### config.mk
export PLATFORM = sky130hd
export DESIGN_NAME = keypad_scanner
export DESIGN_NICKNAME = d
export VERILOG_FILES = /design/src/rtl/keypad_pkg.sv /design/src/rtl/keypad_sync.sv /design/src/rtl/keypad_decode.sv /design/src/rtl/keypad_ctrl.sv /design/src/rtl/keypad_scanner.sv
export SDC_FILE = /design/constraint.sdc
export NUM_CORES = 1
export LEC_CHECK = 0
export ABC_AREA = 1
export BUFFER_PORTS_ARGS = -buffer_cell sky130_fd_sc_hd__clkbuf_2
export CORE_ASPECT_RATIO = 0.9
export CORE_MARGIN = 8
export CORE_UTILIZATION = 45
export DETAILED_ROUTE_END_ITERATION = 12
export PLACE_DENSITY = 0.6
export SLEW_MARGIN = 20
export SYNTH_ARGS = -nofsm -noshare
export SYNTH_HDL_FRONTEND = slang
export SYNTH_SLANG_ARGS = --single-unit
### constraint.sdc
create_clock -name clk -period 3.85 [get_ports clk]
set_input_delay 0.77 -clock clk [delete_from_list [all_inputs] [get_ports clk]]
set_output_delay 0.77 -clock clk [all_outputs]
set_load 0.005 [all_outputs]
### src/rtl/keypad_pkg.sv
// Package: shared constants and the controller state type for the keypad
// scanner. Assumes a 4x3 matrix with active-low rows and columns.
package keypad_pkg;
    localparam int unsigned ROWS = 4;
    localparam int unsigned COLS = 3;
    localparam int unsigned RIW  = $clog2(ROWS);
    localparam logic [3:0] CODE_CONFIRM = 4'd10;
    localparam logic [3:0] CODE_SET     = 4'd11;

    typedef enum logic [1:0] {
        ST_IDLE   = 2'd0,
        ST_SETTLE = 2'd1,
        ST_SCAN   = 2'd2,
        ST_HOLD   = 2'd3
    } scan_state_e;
endpackage

### src/rtl/keypad_sync.sv
// Two-flop synchronizer for the column inputs. Its reset value is all ones
// (idle columns), so the controller never sees a false press after reset.
module keypad_sync #(
    parameter int unsigned WIDTH = 3
) (
    input  logic             clk,
    input  logic             rst_n,
    input  logic [WIDTH-1:0] d_i,
    output logic [WIDTH-1:0] q_o
);
    logic [WIDTH-1:0] meta_q;

    // Two register stages to bring the asynchronous columns into the clock domain.
    always_ff @(posedge clk) begin
        if (!rst_n) begin
            meta_q <= '1;
            q_o    <= '1;
        end else begin
            meta_q <= d_i;
            q_o    <= meta_q;
        end
    end
endmodule

### src/rtl/keypad_decode.sv
// Combinational key decoder. It maps the row under scan and the synchronized
// columns to a key code. When two columns are low, the leftmost one wins.
// Layout: rows 0..2 hold digits 1..9 from left to right; row 3 holds set, 0,
// confirm.
module keypad_decode
    import keypad_pkg::*;
(
    input  logic [RIW-1:0]  row_idx_i,
    input  logic [COLS-1:0] col_n_i,
    output logic            hit_o,
    output logic [3:0]      code_o
);
    logic [1:0] col_idx;

    // Leftmost low column gives the column index.
    always_comb begin
        hit_o   = 1'b1;
        col_idx = 2'd0;
        if (!col_n_i[2])      col_idx = 2'd0;
        else if (!col_n_i[1]) col_idx = 2'd1;
        else if (!col_n_i[0]) col_idx = 2'd2;
        else                  hit_o   = 1'b0;
    end

    // Row and column together give the key code.
    always_comb begin
        if (row_idx_i == RIW'(ROWS - 1)) begin
            case (col_idx)
                2'd0:    code_o = CODE_SET;
                2'd1:    code_o = 4'd0;
                default: code_o = CODE_CONFIRM;
            endcase
        end else begin
            code_o = 4'(row_idx_i) * 4'd3 + 4'(col_idx) + 4'd1;
        end
    end
endmodule

### src/rtl/keypad_ctrl.sv
// Scan controller. States: idle (all rows low), settle (debounce the wake-up),
// scan (one low row at a time), hold (keep the found row low, time the set
// key, debounce the release). Assumes SCAN_DWELL >= 3 so that the
// two-cycle synchronizer latency has passed before each row is sampled.
module keypad_ctrl
    import keypad_pkg::*;
#(
    parameter int unsigned DEB_CYC    = 20000,
    parameter int unsigned SCAN_DWELL = 4,
    parameter int unsigned LONG_CYC   = 3000000
) (
    input  logic            clk,
    input  logic            rst_n,
    input  logic [COLS-1:0] col_s_i,
    input  logic            dec_hit_i,
    input  logic [3:0]      dec_code_i,
    output logic [RIW-1:0]  row_idx_o,
    output logic [ROWS-1:0] row_o,
    output logic            key_valid_o,
    output logic [3:0]      key_code_o,
    output logic            set_long_o,
    output logic            set_short_o
);
    localparam int unsigned CNT_MAX = (DEB_CYC > SCAN_DWELL) ? DEB_CYC : SCAN_DWELL;
    localparam int unsigned CW      = $clog2(CNT_MAX + 1);
    localparam int unsigned HW      = $clog2(LONG_CYC + 1);
    localparam logic [CW-1:0] DEB_LAST   = CW'(DEB_CYC - 1);
    localparam logic [CW-1:0] DWELL_LAST = CW'(SCAN_DWELL - 1);
    localparam logic [HW-1:0] LONG_LAST  = HW'(LONG_CYC - 1);

    scan_state_e    state_q;
    logic [CW-1:0]  cnt_q;
    logic [HW-1:0]  hold_q;
    logic [RIW-1:0] row_q;
    logic           is_set_q;
    logic           long_done_q;
    logic           any_low;
    logic           long_hit;

    assign any_low   = ~&col_s_i;
    assign long_hit  = is_set_q && !long_done_q && (hold_q == LONG_LAST);
    assign row_idx_o = row_q;

    // Row drive: all low when idle or settling, otherwise the selected row only.
    always_comb begin
        if (state_q == ST_SCAN || state_q == ST_HOLD)
            row_o = ~(4'b1000 >> row_q);
        else
            row_o = '0;
    end

    // Main state machine with the debounce, dwell and hold counters.
    always_ff @(posedge clk) begin
        if (!rst_n) begin
            state_q     <= ST_IDLE;
            cnt_q       <= '0;
            hold_q      <= '0;
            row_q       <= '0;
            is_set_q    <= 1'b0;
            long_done_q <= 1'b0;
            key_valid_o <= 1'b0;
            key_code_o  <= '0;
            set_long_o  <= 1'b0;
            set_short_o <= 1'b0;
        end else begin
            key_valid_o <= 1'b0;
            set_long_o  <= 1'b0;
            set_short_o <= 1'b0;
            case (state_q)
                ST_IDLE: begin
                    cnt_q <= '0;
                    if (any_low) state_q <= ST_SETTLE;
                end
                ST_SETTLE: begin
                    if (!any_low) begin
                        state_q <= ST_IDLE;
                    end else if (cnt_q == DEB_LAST) begin
                        state_q <= ST_SCAN;
                        row_q   <= '0;
                        cnt_q   <= '0;
                    end else begin
                        cnt_q <= cnt_q + 1'b1;
                    end
                end
                ST_SCAN: begin
                    if (cnt_q != DWELL_LAST) begin
                        cnt_q <= cnt_q + 1'b1;
                    end else if (dec_hit_i) begin
                        state_q     <= ST_HOLD;
                        cnt_q       <= '0;
                        hold_q      <= '0;
                        long_done_q <= 1'b0;
                        key_code_o  <= dec_code_i;
                        is_set_q    <= (dec_code_i == CODE_SET);
                        key_valid_o <= (dec_code_i != CODE_SET);
                    end else if (row_q == RIW'(ROWS - 1)) begin
                        state_q <= ST_IDLE;
                    end else begin
                        row_q <= row_q + 1'b1;
                        cnt_q <= '0;
                    end
                end
                ST_HOLD: begin
                    if (!long_done_q) hold_q <= hold_q + 1'b1;
                    if (long_hit) begin
                        long_done_q <= 1'b1;
                        key_valid_o <= 1'b1;
                        set_long_o  <= 1'b1;
                    end
                    if (any_low) begin
                        cnt_q <= '0;
                    end else if (cnt_q == DEB_LAST) begin
                        state_q <= ST_IDLE;
                        if (is_set_q && !long_done_q && !long_hit) begin
                            key_valid_o <= 1'b1;
                            set_short_o <= 1'b1;
                        end
                    end else begin
                        cnt_q <= cnt_q + 1'b1;
                    end
                end
                default: state_q <= ST_IDLE;
            endcase
        end
    end

    // rows are all low whenever the controller rests in idle.
    p_idle_rows_r1: assert property (@(posedge clk) disable iff (!rst_n)
        (state_q == ST_IDLE) |-> (row_o == 4'b0000));

    // exactly one low row while scanning.
    p_scan_onehot_r2: assert property (@(posedge clk) disable iff (!rst_n)
        (state_q == ST_SCAN) |-> ($countones(row_o) == 3));

    // the row index only steps forward by one during a scan.
    p_scan_step_r2: assert property (@(posedge clk) disable iff (!rst_n)
        (state_q == ST_SCAN && $past(state_q) == ST_SCAN && !$stable(row_q))
            |-> (row_q == $past(row_q) + 1'b1));

    // a report is a single-cycle pulse.
    p_valid_pulse_r6: assert property (@(posedge clk) disable iff (!rst_n)
        key_valid_o |=> !key_valid_o);

    // classification flags are exclusive and belong to a set-key pulse.
    p_flags_excl_r9: assert property (@(posedge clk) disable iff (!rst_n)
        !(set_long_o && set_short_o));

    p_flag_owner_r9: assert property (@(posedge clk) disable iff (!rst_n)
        (set_long_o || set_short_o) |-> (key_valid_o && key_code_o == CODE_SET));

    // after a long report the same press yields no short flag.
    p_no_short_after_long_r7: assert property (@(posedge clk) disable iff (!rst_n)
        long_done_q |-> !set_short_o);
endmodule

### src/rtl/keypad_scanner.sv
// Top of the press-triggered keypad scanner. It ties together the column
// synchronizer, the key decoder and the scan controller. It assumes external
// pull-ups on the columns and a free-running clock.
module keypad_scanner
    import keypad_pkg::*;
#(
    parameter int unsigned DEB_CYC    = 20000,
    parameter int unsigned SCAN_DWELL = 4,
    parameter int unsigned LONG_CYC   = 3000000
) (
    input  logic       clk,
    input  logic       rst_n,
    input  logic [2:0] col_i,
    output logic [3:0] row_o,
    output logic       key_valid_o,
    output logic [3:0] key_code_o,
    output logic       set_long_o,
    output logic       set_short_o
);
    logic [COLS-1:0] col_s;
    logic [RIW-1:0]  row_idx;
    logic            dec_hit;
    logic [3:0]      dec_code;

    keypad_sync #(.WIDTH(COLS)) u_sync (
        .clk   (clk),
        .rst_n (rst_n),
        .d_i   (col_i),
        .q_o   (col_s)
    );

    keypad_decode u_decode (
        .row_idx_i (row_idx),
        .col_n_i   (col_s),
        .hit_o     (dec_hit),
        .code_o    (dec_code)
    );

    keypad_ctrl #(
        .DEB_CYC    (DEB_CYC),
        .SCAN_DWELL (SCAN_DWELL),
        .LONG_CYC   (LONG_CYC)
    ) u_ctrl (
        .clk         (clk),
        .rst_n       (rst_n),
        .col_s_i     (col_s),
        .dec_hit_i   (dec_hit),
        .dec_code_i  (dec_code),
        .row_idx_o   (row_idx),
        .row_o       (row_o),
        .key_valid_o (key_valid_o),
        .key_code_o  (key_code_o),
        .set_long_o  (set_long_o),
        .set_short_o (set_short_o)
    );

    // a reported code is always one of the twelve key codes.
    p_code_range_r4: assert property (@(posedge clk) disable iff (!rst_n)
        key_valid_o |-> (key_code_o <= 4'd11));
endmodule

==> reports/results.tsv, run 1 <==
stage	metric	value	unit
power_and_ir_drop	internal_power	0.836	mW
final_layout	areaGrowthSynthToFinish	6.42	%
setup_path	timing.critical_path.mode_cell	sky130_fd_sc_hd__nand2_1	
setup_path	endpoint_kind	flip-flop	
global_route	grt_remaining_overflow	0	
logic_synthesis	post_synth_inst_count	571	
setup_path	crit_type	reg2reg	
route	routed_wl	8330	um
setup_path	critPathArrivalTime	2.63	ns
floorplanning	dieArea	0.0111	sq mm
timing	period_minus_slack	2.38	ns
timing	finalHoldViolCount	0	
setup_path	critical_path.startpoint_type	flip-flop	
logic_synthesis	netlist.top_cell.by_area	sky130_fd_sc_hd__dfxtp_1	
power_and_ir_drop	swShare	28.6	%
timing	clock_skew	0.0159	ns
floorplanning	num_io_pins	16	
logic_synthesis	synthTopCellsByCount	sky130_fd_sc_hd__nand2_1, sky130_fd_sc_hd__nor2_1, sky130_fd_sc_hd__inv_1, sky130_fd_sc_hd__dfxtp_1, sky130_fd_sc_hd__nand3_1	
final_layout	filler_cell_count	864	
clock_tree	numClockSinks	56	
timing	fmax	420	MHz
floorplanning	die-height	101	um
clock_tree	cts_tree	done	
setup_path	timing.critical_path.cells	nand2_1 > inv_1 > nand2_1 > nand2_2 > inv_2 > nand2_1 > nand2_1 > a21oi_1	
global_route	first_global_vias	3200	
final_layout	final-seq-area	0.00112	sq mm
timing	final-setup-viol-count	0	
global_route	track_usage	15.9	%
setup_path	crit_path_max_fanout	21	
route	drtIter0Drc	171	
logic_synthesis	postSynth.topFlopCell	sky130_fd_sc_hd__dfxtp_1	
job	maxCapViolations	0	
final_layout	final_core_util	48.5	%
final_layout	multi_input_comb_area	0.00213	sq mm
power_and_ir_drop	power_per_cell_area	307	mW/mm^2
clock_tree	postCtsHoldBufs	0	
power_and_ir_drop	p_sw	0.335	mW
clock_tree	clk_latency	0.32	ns
route	drt-vias-per-instance	4.98	
route	wire_per_inst	12.2	um
final_layout	drive_above_1_share	9.62	%
logic_synthesis	cell_area_synth	0.00358	sq mm
floorplanning	core	0.00787	sq mm
timing	grt_setup_unrepaired	no	
clock_tree	cts.repair.resized	0	
final_layout	finish.net_count	597	
setup_path	max_stage_delay	0.50	ns
logic_synthesis	edff_count_synth	0	
timing	fin_tns_setup	0	ns
logic_synthesis	most_common_cell_in_the_netlist	sky130_fd_sc_hd__nand2_1	
clock_tree	cts-root-to-sink-buffers	2	
floorplanning	die_x	110	um
route	ant_nets	0	
setup_path	worst-endpoint-required	4.10	ns
clock_tree	cts_root_buffer	sky130_fd_sc_hd__clkbuf_8	
timing	slew_headroom	53.1	%
placed_design	routabilityCongestion	0.862	
placed_design	place.detailed.hpwl	6360	um
power_and_ir_drop	power.share.sequential	51.7	%
logic_synthesis	syn_nets	587	
timing	period_share	61.8	%
floorplanning	start_util	45.5	%
power_and_ir_drop	clock_share_of_power	34.6	%
route	route.vias.total	3394	
logic_synthesis	synth-warning-count	0	
timing	tightestPinTransition	0.703	ns
power_and_ir_drop	peak_supply_drop	142	uV
clock_tree	clk_transition_reported_paths	0.11	ns
timing	timing_max_transition_violations_final	0	
global_route	grt_first_pass_wirelength	14400	um
floorplanning	std_cell_rows	31	
global_route	largest_net_degree_at_the_start_of_global_routing	24	
clock_tree	post_cts.repair.setup_buffers	0	
global_route	initial_antenna_violation_count	0	
placed_design	dp_slack	1.51	ns
logic_synthesis	synthTopCellsByArea	sky130_fd_sc_hd__dfxtp_1, sky130_fd_sc_hd__nand2_1, sky130_fd_sc_hd__nor2_1	
logic_synthesis	yosys.area.top_type_share	31.3	%
timing	finalWorstSetupSlack	1.47	ns
route	drt-pass1-iter-count	4	
min_path	hp-class	reg2reg	
final_layout	n_antenna_cell	0	
logic_synthesis	synth-seq-area-share	31.3	%
logic_synthesis	ys_async_sr_fraction	0	%
clock_tree	clock_buffers_created_by_tritoncts	5	
route	post-route-drc-count	0	
setup_path	cp_slowest_cell	sky130_fd_sc_hd__dfxtp_1	
outcome	run_status	completed	
logic_synthesis	synth.ff_latch_count	56	
clock_tree	cts-htree-levels	2	
logic_synthesis	synth_cell_type_count	39	
power_and_ir_drop	leakagePower	1.53	nW
placed_design	port_buffers	15	
timing	fin_hold_ws	0.406	ns
power_and_ir_drop	comb_power_share	13.7	%
logic_synthesis	syn_avg_cell_area	6.28	sq um
-- cell type report --
class,instances,area share [%]
flip-flops and latches,56,29.4
inverters,66,6.56
well taps,99,3.25
repair buffers,15,1.97
clock inverters,3,1.25
multi-input cells,437,55.8
clock buffers,5,1.80
-- per-layer routing --
| layer | track usage (%) | part of all wire [%] | wire length, um |
|---|---|---|---|
| met3 | 2.17 | 3.1 | 259 |
| met5 | 0 | 0 | 0 |
| met2 | 27.5 | 46 | 3850 |
| met4 | 4.67 | 1.3 | 106 |
| met1 | 19.8 | 49 | 4120 |
-- cells in the final DEF, fill, tap and decap left out, drive strengths merged, types with 2 or more instances in the layout --
| master | instances |
|---|---|
| nor2 | 120 |
| nor3b | 2 |
| o21bai | 3 |
| xor2 | 6 |
| clkbuf | 20 |
| clkinv | 2 |
| nor4 | 2 |
| nand3 | 59 |
| dfxtp | 56 |
| inv | 66 |
| a21oi | 26 |
| o21ai | 21 |
| fa | 2 |
| nand4 | 14 |
| or2 | 7 |
| nand2 | 157 |
| ha | 9 |
| nor3 | 5 |
-- cells by family (layout without fill, tap and decap cells) --
group	Yosys count	in the layout	synth area share, %
AND/OR/NAND/NOR	366	366	45.3
adder cells (fa/ha/maj)	11	11	4.26
AO/OA/AOI/OAI	53	53	8.13
XOR/XNOR	7	7	1.71
flip-flops	56	56	31.3
buffers and inverters	78	89	9.35
-- through the flow --
step	power, mW	instances	cell area [sq um]
floorplan	0.747	571	3580
global placement	0.778	673	3700
detailed placement	0.781	673	3700
CTS	1.19	681	3810
global route	1.24	681	3810
finish	1.17	681	3810
-- power groups by stage --
stage | registers, mW | clock network [mW] | logic (mW)
3_3_place_gp | 0.618 | 0 | 0.160
4_1_cts | 0.606 | 0.423 | 0.163
3_5_place_dp | 0.619 | 0 | 0.162
5_1_grt | 0.608 | 0.445 | 0.185
2_1_floorplan | 0.616 | 0 | 0.131
6_report | 0.606 | 0.405 | 0.161
-- path summary, 6_finish.rpt --
path,from,to,slack (ns),cells past startpoint
worst min-delay path,u_sync.meta_q[1],u_sync.q_o[1],0.41,1
worst min register to register,u_sync.meta_q[1],u_sync.q_o[1],0.41,1
worst max register to register,u_ctrl.state_q[1],u_ctrl.hold_q[10],1.47,8
worst max-delay path,u_ctrl.state_q[1],u_ctrl.hold_q[10],1.47,8
-- registers in the layout, summed over array words and instances, names as in the netlist --
name                cells
u_ctrl.is_set_q         1
u_sync.q_o              3
u_ctrl.state_q          2
u_ctrl.cnt_q           15
u_ctrl.set_long_o       1
u_ctrl.long_done_q      1
u_ctrl.key_valid_o      1
u_ctrl.set_short_o      1
u_ctrl.hold_q          22
u_sync.meta_q           3
u_ctrl.key_code_o       4
u_ctrl.row_idx_o        2
-- worst max-delay path, delay by kind of cell, from the launching register on --
kind | cells | cell delay, ns
DFF | 1 | 0.50
buffers and inverters | 2 | 0.67
and+or+nand+nor | 5 | 1.02
AOI/OAI and AO/OA | 1 | 0.10
(Power assumes the default switching activity.)
==> run 2, diff against run 1 <==
- ABC_AREA: 1 -> 0
- PLACE_DENSITY: 0.6 -> 0.63
- clock period: 3.85 -> 2.1 ns (I/O delays scaled with it)
==> run 2 against run 1 <==
Effect of this change:
- the run now ends with negative setup slack left
- combinational power shrank 36%
- synthesized cell count shrank 39%
- area after synthesis shrank 15%
- critical path depth is the same
- non-clock buffer count grew 49
- via count shrank 19%
- cell area shrank 1.0%
- die area shrank 13%
- core utilization grew 9.2 points
- flip-flop and latch count is the same
- critical path type unchanged
- highest routed layer unchanged
==> reports/results.tsv, run 2 <==
stage	metric	value	unit	change
outcome	run_status	finished, violations left		
outcome	violations_in_the_final_reports	negative setup slack		
job	maxCapViolations	0		unchanged
min_path	hp-class	in2reg		
logic_synthesis	netlist.top_cell.by_area	sky130_fd_sc_hd__dfxtp_1		
clock_tree	cts-htree-levels	2		unchanged
setup_path	cp_slowest_cell	sky130_fd_sc_hd__fa_2		
setup_path	critical_path.startpoint_type	flip-flop		
final_layout	n_antenna_cell	0		unchanged
clock_tree	cts_tree	done		
floorplanning	num_io_pins	16		unchanged
placed_design	place.detailed.hpwl	5000	um	-21%
setup_path	crit_type	reg2reg		
global_route	grt_first_pass_wirelength	11500	um	-20%
route	ant_nets	0		unchanged
route	drt-pass1-iter-count	5		+1
clock_tree	clk_transition_reported_paths	0.11	ns	about the same
timing	fmax	445	MHz	+5.9%
floorplanning	die_x	103	um	-6.8%
logic_synthesis	postSynth.topFlopCell	sky130_fd_sc_hd__dfxtp_1		
power_and_ir_drop	fin_total_pwr	1.81	mW	+55%
route	post-route-drc-count	0		unchanged
logic_synthesis	cell_area_synth	0.00304	sq mm	-15%
setup_path	rr_startpoint	u_sync.q_o[1]		
timing	slew_headroom	60.1	%	+7.0 points
placed_design	routabilityCongestion	0.828		-3.9%
logic_synthesis	yosys.area.top_type_share	36.9	%	+5.6 points
timing	timing_max_transition_violations_final	0		unchanged
global_route	initial_antenna_violation_count	0		unchanged
setup_path	crit_start	u_sync.q_o[1]		
setup_path	endpoint_kind	flip-flop		
timing	clock_skew	0.0129	ns	-0.00298 ns
timing	finalWorstSetupSlack	-0.145	ns	-1.62 ns
final_layout	layout.cells.most_common	sky130_fd_sc_hd__dfxtp_1		
power_and_ir_drop	leakagePower	1.34	nW	-13%
setup_path	worst-endpoint-required	2.36	ns	-1.74 ns
route	drtIter0Drc	128		-25%
power_and_ir_drop	power_per_cell_area	479	mW/mm^2	+56%
clock_tree	clk_latency	0.32	ns	about the same
floorplanning	std_cell_rows	28		-9.7%
placed_design	port_buffers	15		unchanged
final_layout	drive_above_1_share	29.1	%	+19 points
logic_synthesis	syn_avg_cell_area	8.76	sq um	+40%
logic_synthesis	ys_async_sr_fraction	0	%	unchanged
clock_tree	numClockSinks	56		unchanged
floorplanning	core	0.00655	sq mm	-17%
final_layout	post_layout_nonfiller_instances	492		-28%
route	drt-vias-per-instance	5.62		+13%
setup_path	max_stage_delay	0.55	ns	+0.05 ns
global_route	largest_net_degree_at_the_start_of_global_routing	27		+13%
global_route	first_global_vias	2499		-22%
route	wire_per_inst	14.6	um	+19%
floorplanning	die-height	94.0	um	-6.6%
final_layout	filler_cell_count	606		-30%
setup_path	crit_path_max_fanout	2		-90%
min_path	whs_path_depth	2		+1
global_route	track_usage	14.8	%	-1.2 points
final_layout	top_regs	u_ctrl.hold_q: 22 flops, u_ctrl.cnt_q: 15 flops, u_ctrl.key_code_o: 4 flops		
final_layout	most-common-layout-cells	sky130_fd_sc_hd__dfxtp_1, sky130_fd_sc_hd__buf_4, sky130_fd_sc_hd__nand2_1		
setup_path	crit_path_end	u_ctrl.is_set_q		
floorplanning	start_util	46.4	%	+0.88 points
timing	period_minus_slack	2.25	ns	-0.133 ns
final_layout	finish.net_count	417		-30%
clock_tree	clock_buffers_created_by_tritoncts	5		unchanged
logic_synthesis	syn_nets	363		-38%
setup_path	timing.critical_path.cells	nand2_2 > nor2_4 > fa_1 > fa_2 > nand3b_1 > a211o_1 > or2_4 > a21boi_1		
timing	period_share	107	%	+45 points
setup_path	crit_reg_reg_endpoint	u_ctrl.is_set_q		
placed_design	dp_slack	-0.214	ns	-1.72 ns
logic_synthesis	synth-warning-count	0		unchanged
route	routed_wl	7180	um	-14%
logic_synthesis	synthTopCellsByArea	sky130_fd_sc_hd__dfxtp_1, sky130_fd_sc_hd__xor2_1, sky130_fd_sc_hd__ha_1		
logic_synthesis	synth_cell_type_count	57		+46%
final_layout	largest-register	u_ctrl.hold_q		
timing	tightestPinTransition	0.599	ns	-0.104 ns
min_path	hold_path_origin	col_i[0]		
final_layout	largest_register_ffs	22		unchanged
timing	final-setup-viol-count	3		+3
logic_synthesis	synth-seq-area-share	36.9	%	+5.6 points
clock_tree	cts_root_buffer	sky130_fd_sc_hd__clkbuf_8		
final_layout	areaGrowthSynthToFinish	24.2	%	
logic_synthesis	edff_count_synth	0		unchanged
logic_synthesis	most_common_cell_in_the_netlist	sky130_fd_sc_hd__dfxtp_1		
floorplanning	dieArea	0.00965	sq mm	-13%
setup_path	critPathArrivalTime	2.51	ns	-0.12 ns
placed_design	place_area	0.00350	sq mm	-5.2%
route	route.vias.total	2765		-19%
power_and_ir_drop	peak_supply_drop	236	uV	+66%
clock_tree	cts-root-to-sink-buffers	2		unchanged
logic_synthesis	post_synth_inst_count	347		-39%
setup_path	r2r_cells	8		unchanged
logic_synthesis	synthTopCellsByCount	sky130_fd_sc_hd__dfxtp_1, sky130_fd_sc_hd__nand2_1, sky130_fd_sc_hd__a21oi_1, sky130_fd_sc_hd__nor2_1		
timing	finalHoldViolCount	0		unchanged
timing	grt_setup_unrepaired	yes		
setup_path	timing.reg2reg.setup_slack	-0.15	ns	-1.62 ns
logic_synthesis	synth.ff_latch_count	56		unchanged
final_layout	final_area	0.00377	sq mm	-1.0%
placed_design	placed_cells_incl_taps	478		-29%
global_route	grt_remaining_overflow	0		unchanged
==> run 2: final cells by class <==
cell class              instances  area (sq um)  area share, %
inverters                       9          33.8          0.895
clock buffers                   5          68.8           1.82
well taps                      90           113           2.98
clock inverters                 3          26.3          0.696
flip-flops and latches         56          1130           29.8
repair buffers                 64           468           12.4
multi-input cells             265          1940           51.4
==> run 2: routing by layer <==
metal  vias up  track usage, %  share of wire, %
met5         -               0                 0
met1      1303            19.5                48
li1       1402               -                 -
met4         0            4.15               1.2
met3        10            2.81               4.8
met2        50            23.7                46
==> run 2: power breakdown <==
group          total [mW]  internal (mW)  switching, mW
Clock               0.634          0.247          0.387
Combinational       0.103         0.0422         0.0612
Sequential           1.07           1.07        0.00359
==> run 2: how the worst min path moves through the flow <==
stage / to / slack, ns
global placement: u_sync.q_o[1] / 0.39
floorplan: u_sync.q_o[1] / 0.39
detailed placement: u_sync.q_o[2] / 0.40
finish: u_sync.meta_q[0] / 0.27
CTS: u_sync.meta_q[0] / 0.27
global route: u_sync.meta_q[0] / 0.27
==> run 2: repair_timing <==
item	in CTS	in global routing
hold buffers	0	0
resized for setup	7	15
pin swaps	9	11
endpoints found under the setup margin	37	33
setup buffers	3	1
gates cloned	0	2
==> run 2: logic make-up after synthesis <==
group	share of synthesized area [%]
muxes	0.988
xor gates and xnor gates	4.61
adders and majority gates	5.02
buffers and inverters	4.20
and+or+nand+nor	29.1
DFF	36.9
AOI/OAI and AO/OA	19.3
==> run 2: worst max-delay path: cells and delay by family, from the launching register on <==
kind | cells | cell delay [ns]
flops | 1 | 0.35
simple gates | 4 | 0.45
fa+ha+maj | 2 | 1.01
compound gates | 2 | 0.39
==> run 2: per-stage QoR <==
step	utilization, %	TNS (ns)	hold slack [ns]
after floorplan	-	-0.194	0.386
after global placement	53.5	-2.52	0.390
after detailed placement	53.5	-4.29	0.399
after CTS	56.2	-0.308	0.268
after global routing	57.6	-0.841	0.269
final	57.6	-0.250	0.274
==> run 3, diff against run 2 <==
- SYNTH_HIERARCHICAL: default -> 1
==> run 3 against run 2 <==
Effect of this change:
- cell area shrank 5.1%
- via count decreased by 0.61%
- synthesized cell count grew 3.7%
- flip-flop and latch count unchanged
- count of clock-buffer cells in the layout did not move
- routed wire length decreased by 4.2%
- core utilization decreased by 3.5 points
- register-to-register slack better by 0.03 ns
- the flow still finishes with violations (negative setup slack)
- first-iteration DRC count grew 6.3%
- cell count down 0.20%
- largest cell class unchanged
- fmax up 1.6%
- global-route usage grew 0.48 points
==> reports/results.tsv, run 3 <==
stage	metric	value	unit	change
global_route	grt_remaining_overflow	0		unchanged
final_layout	final_core_util	54.1	%	-3.5 points
setup_path	timing.reg2reg.setup_slack	-0.11	ns	+0.03 ns
route	drtIter0Drc	136		+6.3%
timing	finalHoldViolCount	0		unchanged
min_path	whs_endpoint	u_sync/meta_q[0]		
setup_path	rr_startpoint	u_sync/q_o[1]		
timing	timing_max_transition_violations_final	0		unchanged
clock_tree	clk_transition_reported_paths	0.11	ns	about the same
logic_synthesis	netlist.top_cell.by_area	sky130_fd_sc_hd__dfxtp_1		
route	ant_nets	0		unchanged
timing	fmax	452	MHz	+1.6%
timing	clock_skew	0.00658	ns	-0.00630 ns
placed_design	place.detailed.hpwl	5170	um	+3.2%
final_layout	most-common-layout-cells	sky130_fd_sc_hd__dfxtp_1, sky130_fd_sc_hd__buf_4, sky130_fd_sc_hd__nor2_1		
floorplanning	dieArea	0.00976	sq mm	+1.1%
power_and_ir_drop	leakagePower	1.37	nW	+1.9%
route	drt-pass1-iter-count	4		-1
min_path	whs_path_depth	2		unchanged
logic_synthesis	synth-warning-count	6		+6
final_layout	largest-register	u_ctrl/hold_q		
setup_path	critPathArrivalTime	2.43	ns	-0.08 ns
global_route	largest_net_degree_at_the_start_of_global_routing	19		-30%
clock_tree	cts_tree	done		
logic_synthesis	post_synth_inst_count	360		+3.7%
floorplanning	core	0.00662	sq mm	+1.1%
power_and_ir_drop	peak_supply_drop	255	uV	+8.3%
clock_tree	clock_buffers_created_by_tritoncts	5		unchanged
logic_synthesis	synth_cell_type_count	58		+1.8%
timing	period_share	105	%	-1.7 points
final_layout	n_antenna_cell	0		unchanged
logic_synthesis	synthTopCellsByArea	sky130_fd_sc_hd__dfxtp_1, sky130_fd_sc_hd__a21oi_1, sky130_fd_sc_hd__nor2_1		
power_and_ir_drop	internal_power	1.36	mW	+0.34%
timing	period_minus_slack	2.21	ns	-0.0350 ns
placed_design	routabilityCongestion	0.813		-1.8%
floorplanning	die-height	94.5	um	+0.56%
power_and_ir_drop	fin_total_pwr	1.81	mW	about the same
final_layout	drive_above_1_share	23.9	%	-5.2 points
setup_path	crit_reg_reg_endpoint	u_ctrl/key_valid_o		
logic_synthesis	yosys.area.top_type_share	36.4	%	-0.49 points
route	route.vias.total	2748		-0.61%
final_layout	largest_register_ffs	22		unchanged
timing	final-setup-viol-count	2		-1
logic_synthesis	cell_area_synth	0.00308	sq mm	+1.4%
clock_tree	cts-root-to-sink-buffers	2		unchanged
setup_path	r2r_cells	9		+1
route	post-route-drc-count	0		unchanged
logic_synthesis	synthTopCellsByCount	sky130_fd_sc_hd__dfxtp_1, sky130_fd_sc_hd__nor2_1, sky130_fd_sc_hd__a21oi_1, sky130_fd_sc_hd__nand2_1, sky130_fd_sc_hd__nand3_1		
outcome	violations_in_the_final_reports	negative setup slack		
floorplanning	std_cell_rows	28		unchanged
setup_path	worst-endpoint-required	2.32	ns	-0.04 ns
min_path	hold_path_origin	col_i[0]		
timing	tightestPinTransition	0.604	ns	+0.00469 ns
logic_synthesis	edff_count_synth	0		unchanged
clock_tree	numClockSinks	56		unchanged
floorplanning	die_x	103	um	+0.57%
final_layout	areaGrowthSynthToFinish	16.2	%	
logic_synthesis	syn_avg_cell_area	8.56	sq um	-2.3%
logic_synthesis	ys_async_sr_fraction	0	%	unchanged
logic_synthesis	synth-seq-area-share	36.4	%	-0.49 points
route	routed_wl	6880	um	-4.2%
placed_design	port_buffers	15		unchanged
power_and_ir_drop	comb_power_share	6.7	%	+1.0 points
setup_path	crit_type	reg2reg		
final_layout	filler_cell_count	624		+3.0%
final_layout	top_regs	u_ctrl/hold_q: 22 flops, u_ctrl/cnt_q: 15 flops, u_ctrl/key_code_o: 4 flops		
power_and_ir_drop	power.share.sequential	59.5	%	+0.2 points
power_and_ir_drop	p_sw	0.448	mW	-0.86%
job	maxCapViolations	0		unchanged
power_and_ir_drop	clock_share_of_power	33.9	%	-1.1 points
global_route	grt_first_pass_wirelength	12100	um	+4.8%
route	drt-vias-per-instance	5.60		-0.41%
clock_tree	cts-htree-levels	2		unchanged
logic_synthesis	postSynth.topFlopCell	sky130_fd_sc_hd__dfxtp_1		
floorplanning	num_io_pins	16		unchanged
route	wire_per_inst	14.0	um	-4.0%
setup_path	crit_path_max_fanout	2		unchanged
global_route	first_global_vias	2638		+5.6%
clock_tree	cts_root_buffer	sky130_fd_sc_hd__clkbuf_8		
global_route	track_usage	15.2	%	+0.48 points
logic_synthesis	syn_nets	377		+3.9%
power_and_ir_drop	swShare	24.8	%	-0.23 points
floorplanning	start_util	46.5	%	+0.13 points
timing	grt_setup_unrepaired	yes		
clock_tree	postCtsHoldBufs	0		unchanged
power_and_ir_drop	power_per_cell_area	506	mW/mm^2	+5.5%
global_route	initial_antenna_violation_count	0		unchanged
setup_path	endpoint_kind	flip-flop		
clock_tree	clk_latency	0.31	ns	about the same
logic_synthesis	most_common_cell_in_the_netlist	sky130_fd_sc_hd__dfxtp_1		
final_layout	layout.cells.most_common	sky130_fd_sc_hd__dfxtp_1		
final_layout	finish.net_count	417		unchanged
timing	slew_headroom	59.8	%	-0.31 points
logic_synthesis	synth.ff_latch_count	56		unchanged
min_path	hp-class	in2reg		
outcome	run_status	finished, violations left		
setup_path	critical_path.startpoint_type	flip-flop		
timing	finalWorstSetupSlack	-0.110	ns	+0.0350 ns
[run 3: changes by cell type in the layout (fill, tap and decap cells not counted), sizes merged, moves of 5 or more]
cell / previous run / this run
a21boi: 7 / 0
a21oi: 25 / 33
buf: 49 / 36
mux2i: 3 / 8
nand3: 10 / 21
nand4: 15 / 10
nor2: 28 / 34
nor2b: 7 / 1
o211ai: 6 / 0
o21ai: 9 / 18
or3: 8 / 14
or4: 13 / 8
xor2: 14 / 6
[run 3: power groups by stage]
stage / sequential, mW / clock, mW / combinational [mW]
detailed placement: 1.10 / 0 / 0.115
CTS: 1.08 / 0.639 / 0.119
global route: 1.08 / 0.682 / 0.133
floorplan: 1.10 / 0 / 0.0811
global placement: 1.10 / 0 / 0.112
finish: 1.08 / 0.614 / 0.121
[run 3: what timing repair did]
| item | CTS | global route |
|---|---|---|
| setup buffers | 2 | 2 |
| resized for setup | 6 | 8 |
| pin swaps | 3 | 4 |
| setup endpoints to repair | 4 | 34 |
[run 3: worst max path at each step]
stage,start,end,cells after the start
after floorplan,u_sync/q_o[1],u_ctrl/key_valid_o,9
after global placement,u_sync/q_o[0],u_ctrl/key_valid_o,9
after detailed placement,u_sync/q_o[2],u_ctrl/key_valid_o,9
after CTS,u_sync/q_o[2],u_ctrl/key_valid_o,9
after global routing,u_sync/q_o[1],u_ctrl/key_valid_o,9
final,u_sync/q_o[1],u_ctrl/key_valid_o,9
[run 3: area by class of cell]
type | count | area, sq um | area share (%)
Clock buffer | 5 | 68.8 | 1.92
Timing Repair Buffer | 51 | 358 | 9.99
Clock inverter | 3 | 22.5 | 0.629
Tap cell | 90 | 113 | 3.14
Sequential cell | 56 | 1130 | 31.6
Multi-Input combinational cell | 274 | 1840 | 51.5
Inverter | 12 | 45.0 | 1.26
[run 3: layer usage]
metal | GRT usage [%] | part of all wire [%] | vias to the layer above
met5 | 0 | 0 | -
met3 | 3.01 | 3.2 | 5
met4 | 3.61 | 0.81 | 0
met1 | 19.4 | 49 | 1303
met2 | 25.7 | 47 | 39
li1 | - | - | 1401
[run 3: stage by stage]
stage / setup TNS (ns) / setup slack [ns] / hold WS, ns / area [sq um] / std cells
floorplan: -0.0430 / -0.0430 / 0.386 / 3090 / 360
global placement: -0.0688 / -0.0626 / 0.392 / 3410 / 480
detailed placement: -0.167 / -0.111 / 0.396 / 3410 / 480
CTS: -0.151 / -0.123 / 0.279 / 3540 / 490
global route: -0.339 / -0.205 / 0.273 / 3580 / 491
finish: -0.121 / -0.110 / 0.284 / 3580 / 491
[run 3: worst max-delay path: stages (launching register included)]
cell and delay [ns]:
sky130_fd_sc_hd__dfxtp_2 0.35, sky130_fd_sc_hd__nand2_2 0.05, sky130_fd_sc_hd__nor2_2 0.09, sky130_fd_sc_hd__fa_1 0.46
sky130_fd_sc_hd__inv_2 0.08, sky130_fd_sc_hd__fa_2 0.43, sky130_fd_sc_hd__mux2i_1 0.18, sky130_fd_sc_hd__and4b_1 0.24
sky130_fd_sc_hd__nor2_1 0.05, sky130_fd_sc_hd__o211a_1 0.20
[run 3: logic make-up after synthesis]
kind of cell,after synthesis,share of synthesized area [%]
XOR/XNOR,7,1.99
AND/OR/NAND/NOR,169,32.2
buffers and inverters,30,5.40
AO/OA/AOI/OAI,77,15.7
multiplexers,9,2.96
adder cells (fa/ha/maj),12,5.36
flip-flops,56,36.4
